--- src/rtl/fwh_host_pkg.sv ---
package fwh_host_pkg;

    localparam int NIB_W      = 4;
    localparam int ADDR_W     = 28;
    localparam int ID_W       = 4;
    localparam int BYTE_W     = 8;
    localparam int ADDR_NIBS  = ADDR_W / NIB_W;
    localparam int NIB_IDX_W  = $clog2(ADDR_NIBS);

    localparam logic [NIB_W-1:0] CODE_START  = 4'b1101;
    localparam logic [NIB_W-1:0] CODE_SIZE1  = 4'b0000;
    localparam logic [NIB_W-1:0] CODE_READY  = 4'b0000;
    localparam logic [NIB_W-1:0] CODE_ONES   = 4'b1111;

    typedef enum logic [3:0] {
        HS_IDLE,
        HS_START,
        HS_IDSEL,
        HS_ADDR,
        HS_SIZE,
        HS_TAR_DRIVE,
        HS_TAR_FLOAT,
        HS_SYNC,
        HS_DATA_LO,
        HS_DATA_HI,
        HS_RET_TAR0,
        HS_RET_TAR1
    } hstate_e;

    typedef struct packed {
        logic [ADDR_W-1:0] addr;
        logic [ID_W-1:0]   id;
    } rd_req_t;

    typedef struct packed {
        logic             frame_n;
        logic             oe;
        logic [NIB_W-1:0] dout;
    } bus_drv_t;

    function automatic logic [NIB_W-1:0] addr_nibble(
        input logic [ADDR_W-1:0]    a,
        input logic [NIB_IDX_W-1:0] idx
    );
        return a[{idx, 2'b00} +: NIB_W];
    endfunction

endpackage

--- src/rtl/fwh_host_seq.sv ---
module fwh_host_seq
    import fwh_host_pkg::*;
#(
    parameter int SYNC_TIMEOUT = 16
) (
    input  logic                 clk,
    input  logic                 rst,
    input  logic                 req_valid,
    input  rd_req_t              req_in,
    input  logic [NIB_W-1:0]     bus_din,
    output hstate_e              state,
    output rd_req_t              req_q,
    output logic [NIB_IDX_W-1:0] nib_idx,
    output logic                 done_q,
    output logic                 tmo_q
);

    localparam int WAIT_W = $clog2(SYNC_TIMEOUT + 1);
    localparam logic [WAIT_W-1:0]    WAIT_LAST = WAIT_W'(SYNC_TIMEOUT - 1);
    localparam logic [NIB_IDX_W-1:0] NIB_TOP   = NIB_IDX_W'(ADDR_NIBS - 1);

    logic [WAIT_W-1:0] wait_cnt;

    always_ff @(posedge clk) begin
        if (rst) begin
            state    <= HS_IDLE;
            req_q    <= '0;
            nib_idx  <= '0;
            wait_cnt <= '0;
            done_q   <= 1'b0;
            tmo_q    <= 1'b0;
        end else begin
            done_q <= 1'b0;
            tmo_q  <= 1'b0;
            unique case (state)
                HS_IDLE: begin
                    if (req_valid) begin
                        req_q <= req_in;
                        state <= HS_START;
                    end
                end
                HS_START:  state <= HS_IDSEL;
                HS_IDSEL: begin
                    nib_idx <= NIB_TOP;
                    state   <= HS_ADDR;
                end
                HS_ADDR: begin
                    if (nib_idx == '0) state <= HS_SIZE;
                    else               nib_idx <= nib_idx - 1'b1;
                end
                HS_SIZE:      state <= HS_TAR_DRIVE;
                HS_TAR_DRIVE: state <= HS_TAR_FLOAT;
                HS_TAR_FLOAT: begin
                    wait_cnt <= '0;
                    state    <= HS_SYNC;
                end
                HS_SYNC: begin
                    if (bus_din == CODE_READY) begin
                        state <= HS_DATA_LO;
                    end else if (wait_cnt == WAIT_LAST) begin
                        state <= HS_IDLE;
                        tmo_q <= 1'b1;
                    end else begin
                        wait_cnt <= wait_cnt + 1'b1;
                    end
                end
                HS_DATA_LO:  state <= HS_DATA_HI;
                HS_DATA_HI:  state <= HS_RET_TAR0;
                HS_RET_TAR0: state <= HS_RET_TAR1;
                HS_RET_TAR1: begin
                    state  <= HS_IDLE;
                    done_q <= 1'b1;
                end
                default: state <= HS_IDLE;
            endcase
        end
    end

endmodule

--- src/rtl/fwh_host_drive.sv ---
module fwh_host_drive
    import fwh_host_pkg::*;
(
    input  hstate_e              state,
    input  rd_req_t              req_q,
    input  logic [NIB_IDX_W-1:0] nib_idx,
    output bus_drv_t             drv
);

    always_comb begin
        drv.frame_n = 1'b1;
        drv.oe      = 1'b0;
        drv.dout    = CODE_ONES;
        unique case (state)
            HS_START: begin
                drv.frame_n = 1'b0;
                drv.oe      = 1'b1;
                drv.dout    = CODE_START;
            end
            HS_IDSEL: begin
                drv.oe   = 1'b1;
                drv.dout = req_q.id;
            end
            HS_ADDR: begin
                drv.oe   = 1'b1;
                drv.dout = addr_nibble(req_q.addr, nib_idx);
            end
            HS_SIZE: begin
                drv.oe   = 1'b1;
                drv.dout = CODE_SIZE1;
            end
            HS_TAR_DRIVE: begin
                drv.oe   = 1'b1;
                drv.dout = CODE_ONES;
            end
            default: ;
        endcase
    end

endmodule

--- src/rtl/fwh_host_capture.sv ---
module fwh_host_capture
    import fwh_host_pkg::*;
(
    input  logic              clk,
    input  logic              rst,
    input  hstate_e           state,
    input  logic [NIB_W-1:0]  bus_din,
    output logic [BYTE_W-1:0] data_q
);

    always_ff @(posedge clk) begin
        if (rst) begin
            data_q <= '0;
        end else if (state == HS_DATA_LO) begin
            data_q[NIB_W-1:0] <= bus_din;
        end else if (state == HS_DATA_HI) begin
            data_q[BYTE_W-1:NIB_W] <= bus_din;
        end
    end

endmodule

--- src/rtl/fwh_read_host.sv ---
module fwh_read_host
    import fwh_host_pkg::*;
#(
    parameter int SYNC_TIMEOUT = 16
) (
    input  logic                clk,
    input  logic                rst,
    input  logic                req_valid,
    input  logic [ADDR_W-1:0]   req_addr,
    input  logic [ID_W-1:0]     req_id,
    output logic                busy,
    output logic                done,
    output logic [BYTE_W-1:0]   rd_data,
    output logic                sync_timeout,
    output logic                bus_frame_n,
    output logic [NIB_W-1:0]    bus_dout,
    output logic                bus_oe,
    input  logic [NIB_W-1:0]    bus_din
);

    hstate_e              state;
    rd_req_t              req_in;
    rd_req_t              req_q;
    logic [NIB_IDX_W-1:0] nib_idx;
    bus_drv_t             drv;

    assign req_in.addr = req_addr;
    assign req_in.id   = req_id;

    fwh_host_seq #(.SYNC_TIMEOUT(SYNC_TIMEOUT)) u_seq (
        .clk       (clk),
        .rst       (rst),
        .req_valid (req_valid),
        .req_in    (req_in),
        .bus_din   (bus_din),
        .state     (state),
        .req_q     (req_q),
        .nib_idx   (nib_idx),
        .done_q    (done),
        .tmo_q     (sync_timeout)
    );

    fwh_host_drive u_drive (
        .state   (state),
        .req_q   (req_q),
        .nib_idx (nib_idx),
        .drv     (drv)
    );

    fwh_host_capture u_cap (
        .clk     (clk),
        .rst     (rst),
        .state   (state),
        .bus_din (bus_din),
        .data_q  (rd_data)
    );

    assign busy        = (state != HS_IDLE);
    assign bus_frame_n = drv.frame_n;
    assign bus_oe      = drv.oe;
    assign bus_dout    = drv.dout;

endmodule

--- config.mk ---
export PLATFORM = sky130hd
export DESIGN_NAME = fwh_read_host
export DESIGN_NICKNAME = d
export VERILOG_FILES = /design/src/rtl/fwh_host_pkg.sv /design/src/rtl/fwh_host_seq.sv /design/src/rtl/fwh_host_drive.sv /design/src/rtl/fwh_host_capture.sv /design/src/rtl/fwh_read_host.sv
export SDC_FILE = /design/constraint.sdc
export NUM_CORES = 1
export LEC_CHECK = 0
export CORE_AREA = 2 2 87 130
export CTS_BUF_LIST = sky130_fd_sc_hd__clkbuf_8
export DETAILED_ROUTE_END_ITERATION = 7
export DIE_AREA = 0 0 89 132
export PLACE_DENSITY_LB_ADDON = 0.3
export SYNTH_ARGS = -nofsm -noshare
export SYNTH_HDL_FRONTEND = slang
export SYNTH_HIERARCHICAL = 1
export SYNTH_SLANG_ARGS = --single-unit
--- constraint.sdc ---
create_clock -name clk -period 2.4 [get_ports clk]
set_input_delay 0.36 -clock clk [delete_from_list [all_inputs] [get_ports clk]]
set_output_delay 0.36 -clock clk [all_outputs]
set_load 0.01 [all_outputs]
==> run_results.csv <==
group,metric,value,unit
run_status,status,"complete, no violations",
synthesis,synth_top_family_by_area,"simple AND/OR/NAND/NOR gates",
clock_tree,clockBufferDepth,2,
clock_tree,cts_buffers,5,
synthesis,synthAdderAreaFrac,0.0192,
power_and_ir_drop,p_per_area,591,nW/um^2
die,dieWidth,89,um
synthesis,syn-instance-count,307,
finish,layout.cells.non_filler,505,
global_route,grt_util_all_layers,0.113,
clock_tree,postCtsSetupRepairBufs,0,
critical_path,timing.critical_path.from_type,"register",
synthesis,synth_edf_count,0,
synthesis,netlist_top_cells_count,"nand2_1, dfxtp_1, a21oi_1",
power_and_ir_drop,leakagePower,1.23,nW
routing,dr.pass1.iters,4,
place,hpwlAfterDp,4.91,mm
synthesis,synthesis.nets,350,
sta,post-route-period-util,0.941,
synthesis,synth.area.top_cells,"dfxtp_1, nand2_1, a21oi_1, mux2i_1, nand2b_1",
finish,drive_gt1_frac,0.0831,
clock_tree,cts_hold_buffers,0,
sta,worst_hold_slack,0.461,ns
die,initial_utilization,0.246,
routing,drt_iter0_drc,95,
clock_tree,path_clk_slew,0.10,ns
finish,layout.nets,403,
die,pin_count,56,
critical_path,arrival,1.90,ns
synthesis,synth-async-reset-ratio,0,
min_path,hp-class,"register to register",
power_and_ir_drop,peakVddDrop,0.000292,V
global_route,grt-ovfl-total,0,
clock_tree,clock_latency,0.31,ns
synthesis,synth.mux.area_fraction,0.0837,
sta,setup-violations-final,0,
global_route,grt_pass1_vias,2295,
global_route,grt_pass1_wl,10.7,mm
synthesis,yosys_most_used_dff,"dfxtp_1",
synthesis,synth_cell_types,43,
routing,wl,6.53,mm
synthesis,yosysSeqAreaShare,0.415,
critical_path,critPathKind,"register to primary output",
sta,fin_crit,2.26,ns
critical_path,crit_path_end_kind,"primary output",
synthesis,synth_simple_gate_area_frac,0.256,
clock_tree,cts_tree,"built",
sta,rsz0062_at_grt,"no",
synthesis,synth_compound_area_frac,0.176,
global_route,antenna_found_initial,0,
die,fp.dieArea,11700,um^2
synthesis,ys_warn_count,6,
synthesis,synth-xor-area-share,0,
sta,hold_viol_final,0,
routing,wl_per_cell,12.9,um
die,core_region_area,10600,um^2
sta,fin_skew,0.00663,ns
sta,fin_tns_setup,0,ns
global_route,grt_max_degree,41,
synthesis,synth.most_common_cell,"nand2_1",
sta,max_freq,0.443,GHz
critical_path,required,2.04,ns
die,rows,46,
routing,num_vias,2315,
synthesis,synth_seq_cells,54,
sta,relSlewSlack,0.570,
clock_tree,cts.sinks,54,
run,maxCapViolations,0,
sta,slew_violations,0,
finish,syn_to_final_growth,31.6,%
routing,drc,0,
synthesis,syn_area,2600,um^2
critical_path,worstPathMaxFanout,23,
clock_tree,cts_max_level,2,
clock_tree,cts_root_buffer,"clkbuf_8",
synthesis,synth_top_area_share,0.415,
power_and_ir_drop,power.total,0.00203,W
die,die_h,132,um
synthesis,avgSynthCellArea,8.48,um^2
routing,ant_nets,0,
sta,tightest_slew,0.645,ns
finish,antenna_cells,0,
synthesis,yosys.area.top_type,"dfxtp_1",
place,gp_congestion,0.802,
routing,viasPerCell,4.58,
place,port_buffers,55,
place,dp.cells,497,
-- flip-flops by register name, summed over array words and instances, names as in the netlist --
signal,flops
u_seq/req_q,32
u_seq/state,4
u_seq/done_q,1
u_seq/tmo_q,1
u_seq/wait_cnt,5
u_seq/nib_idx,3
u_cap/data_q,8
-- layer usage --
layer | global-route usage | wire [um] | up-vias
met5 | 0 | 0 | -
met4 | 0.0224 | 46 | 0
met3 | 0.0200 | 211 | 4
met2 | 0.214 | 3550 | 46
met1 | 0.129 | 2720 | 1077
li1 | - | - | 1188
-- repair_timing --
action,in CTS,in global routing
setup endpoints to repair,4,1
cloned,0,0
gates resized for setup,6,3
pin swaps,0,0
-- placed cells by master, fill, tap and decap left out, drive strengths merged, types with 6 or more instances in the layout --
cell type      count
clkdlybuf4s50     50
nand2             72
a21oi             40
nand2b            14
dfxtp             54
buf               13
inv                9
nand3b             7
clkbuf             6
o21ai              9
mux2i             12
-- worst max-delay path, stage by stage (launching register included) --
cell and delay [ns]:
dfxtp_1 0.34, buf_4 0.21, or4_1 0.54, clkdlybuf4s50_1 0.50
-- final cells by class --
| cell class | instances | area (um^2) |
|---|---|---|
| well taps | 144 | 180 |
| clock inverters | 2 | 16.3 |
| repair buffers | 67 | 634 |
| inverters | 8 | 30.0 |
| multi-input cells | 224 | 1390 |
| fillers | 1168 | 7160 |
| flip-flops and latches | 54 | 1090 |
| clock buffers | 6 | 82.6 |
-- power breakdown --
part | internal (W) | total, W | leakage (nW) | switching [W]
clock | 0.000238 | 0.000551 | 0.0478 | 0.000312
sequential | 0.000956 | 0.00101 | 0.442 | 0.0000588
combinational | 0.000230 | 0.000460 | 0.744 | 0.000231
-- kinds of logic (layout without fill, tap and decap cells) --
family	after synthesis	in the layout
buf+inv	29	83
flops	54	54
mux	16	16
simple gates	129	129
compound gates	75	75
fa+ha+maj	4	4
-- stage by stage --
stage,setup WS [ns],util,instance area (um^2)
after CTS,0.0101,0.323,3420
after floorplan,0.472,-,2600
after global routing,0.0166,0.323,3430
after detailed placement,0.0817,0.313,3320
after global placement,0.166,0.313,3320
final,0.141,0.323,3430
-- path summary, 6_finish.rpt --
check | from | end | slack (ns) | cells past startpoint
worst max-delay path | u_seq/state[0]$_SDFFE_PP0P_ | busy | 0.14 | 3
worst min-delay path | u_seq/req_q[17]$_SDFFE_PP0P_ | u_seq/req_q[17]$_SDFFE_PP0P_ | 0.46 | 2
worst max register to register | u_seq/wait_cnt[0]$_SDFFE_PP0P_ | u_seq/wait_cnt[3]$_SDFFE_PP0P_ | 0.37 | 6
worst min register to register | u_seq/req_q[17]$_SDFFE_PP0P_ | u_seq/req_q[17]$_SDFFE_PP0P_ | 0.46 | 2
Power figures use the tool's default switching activity.
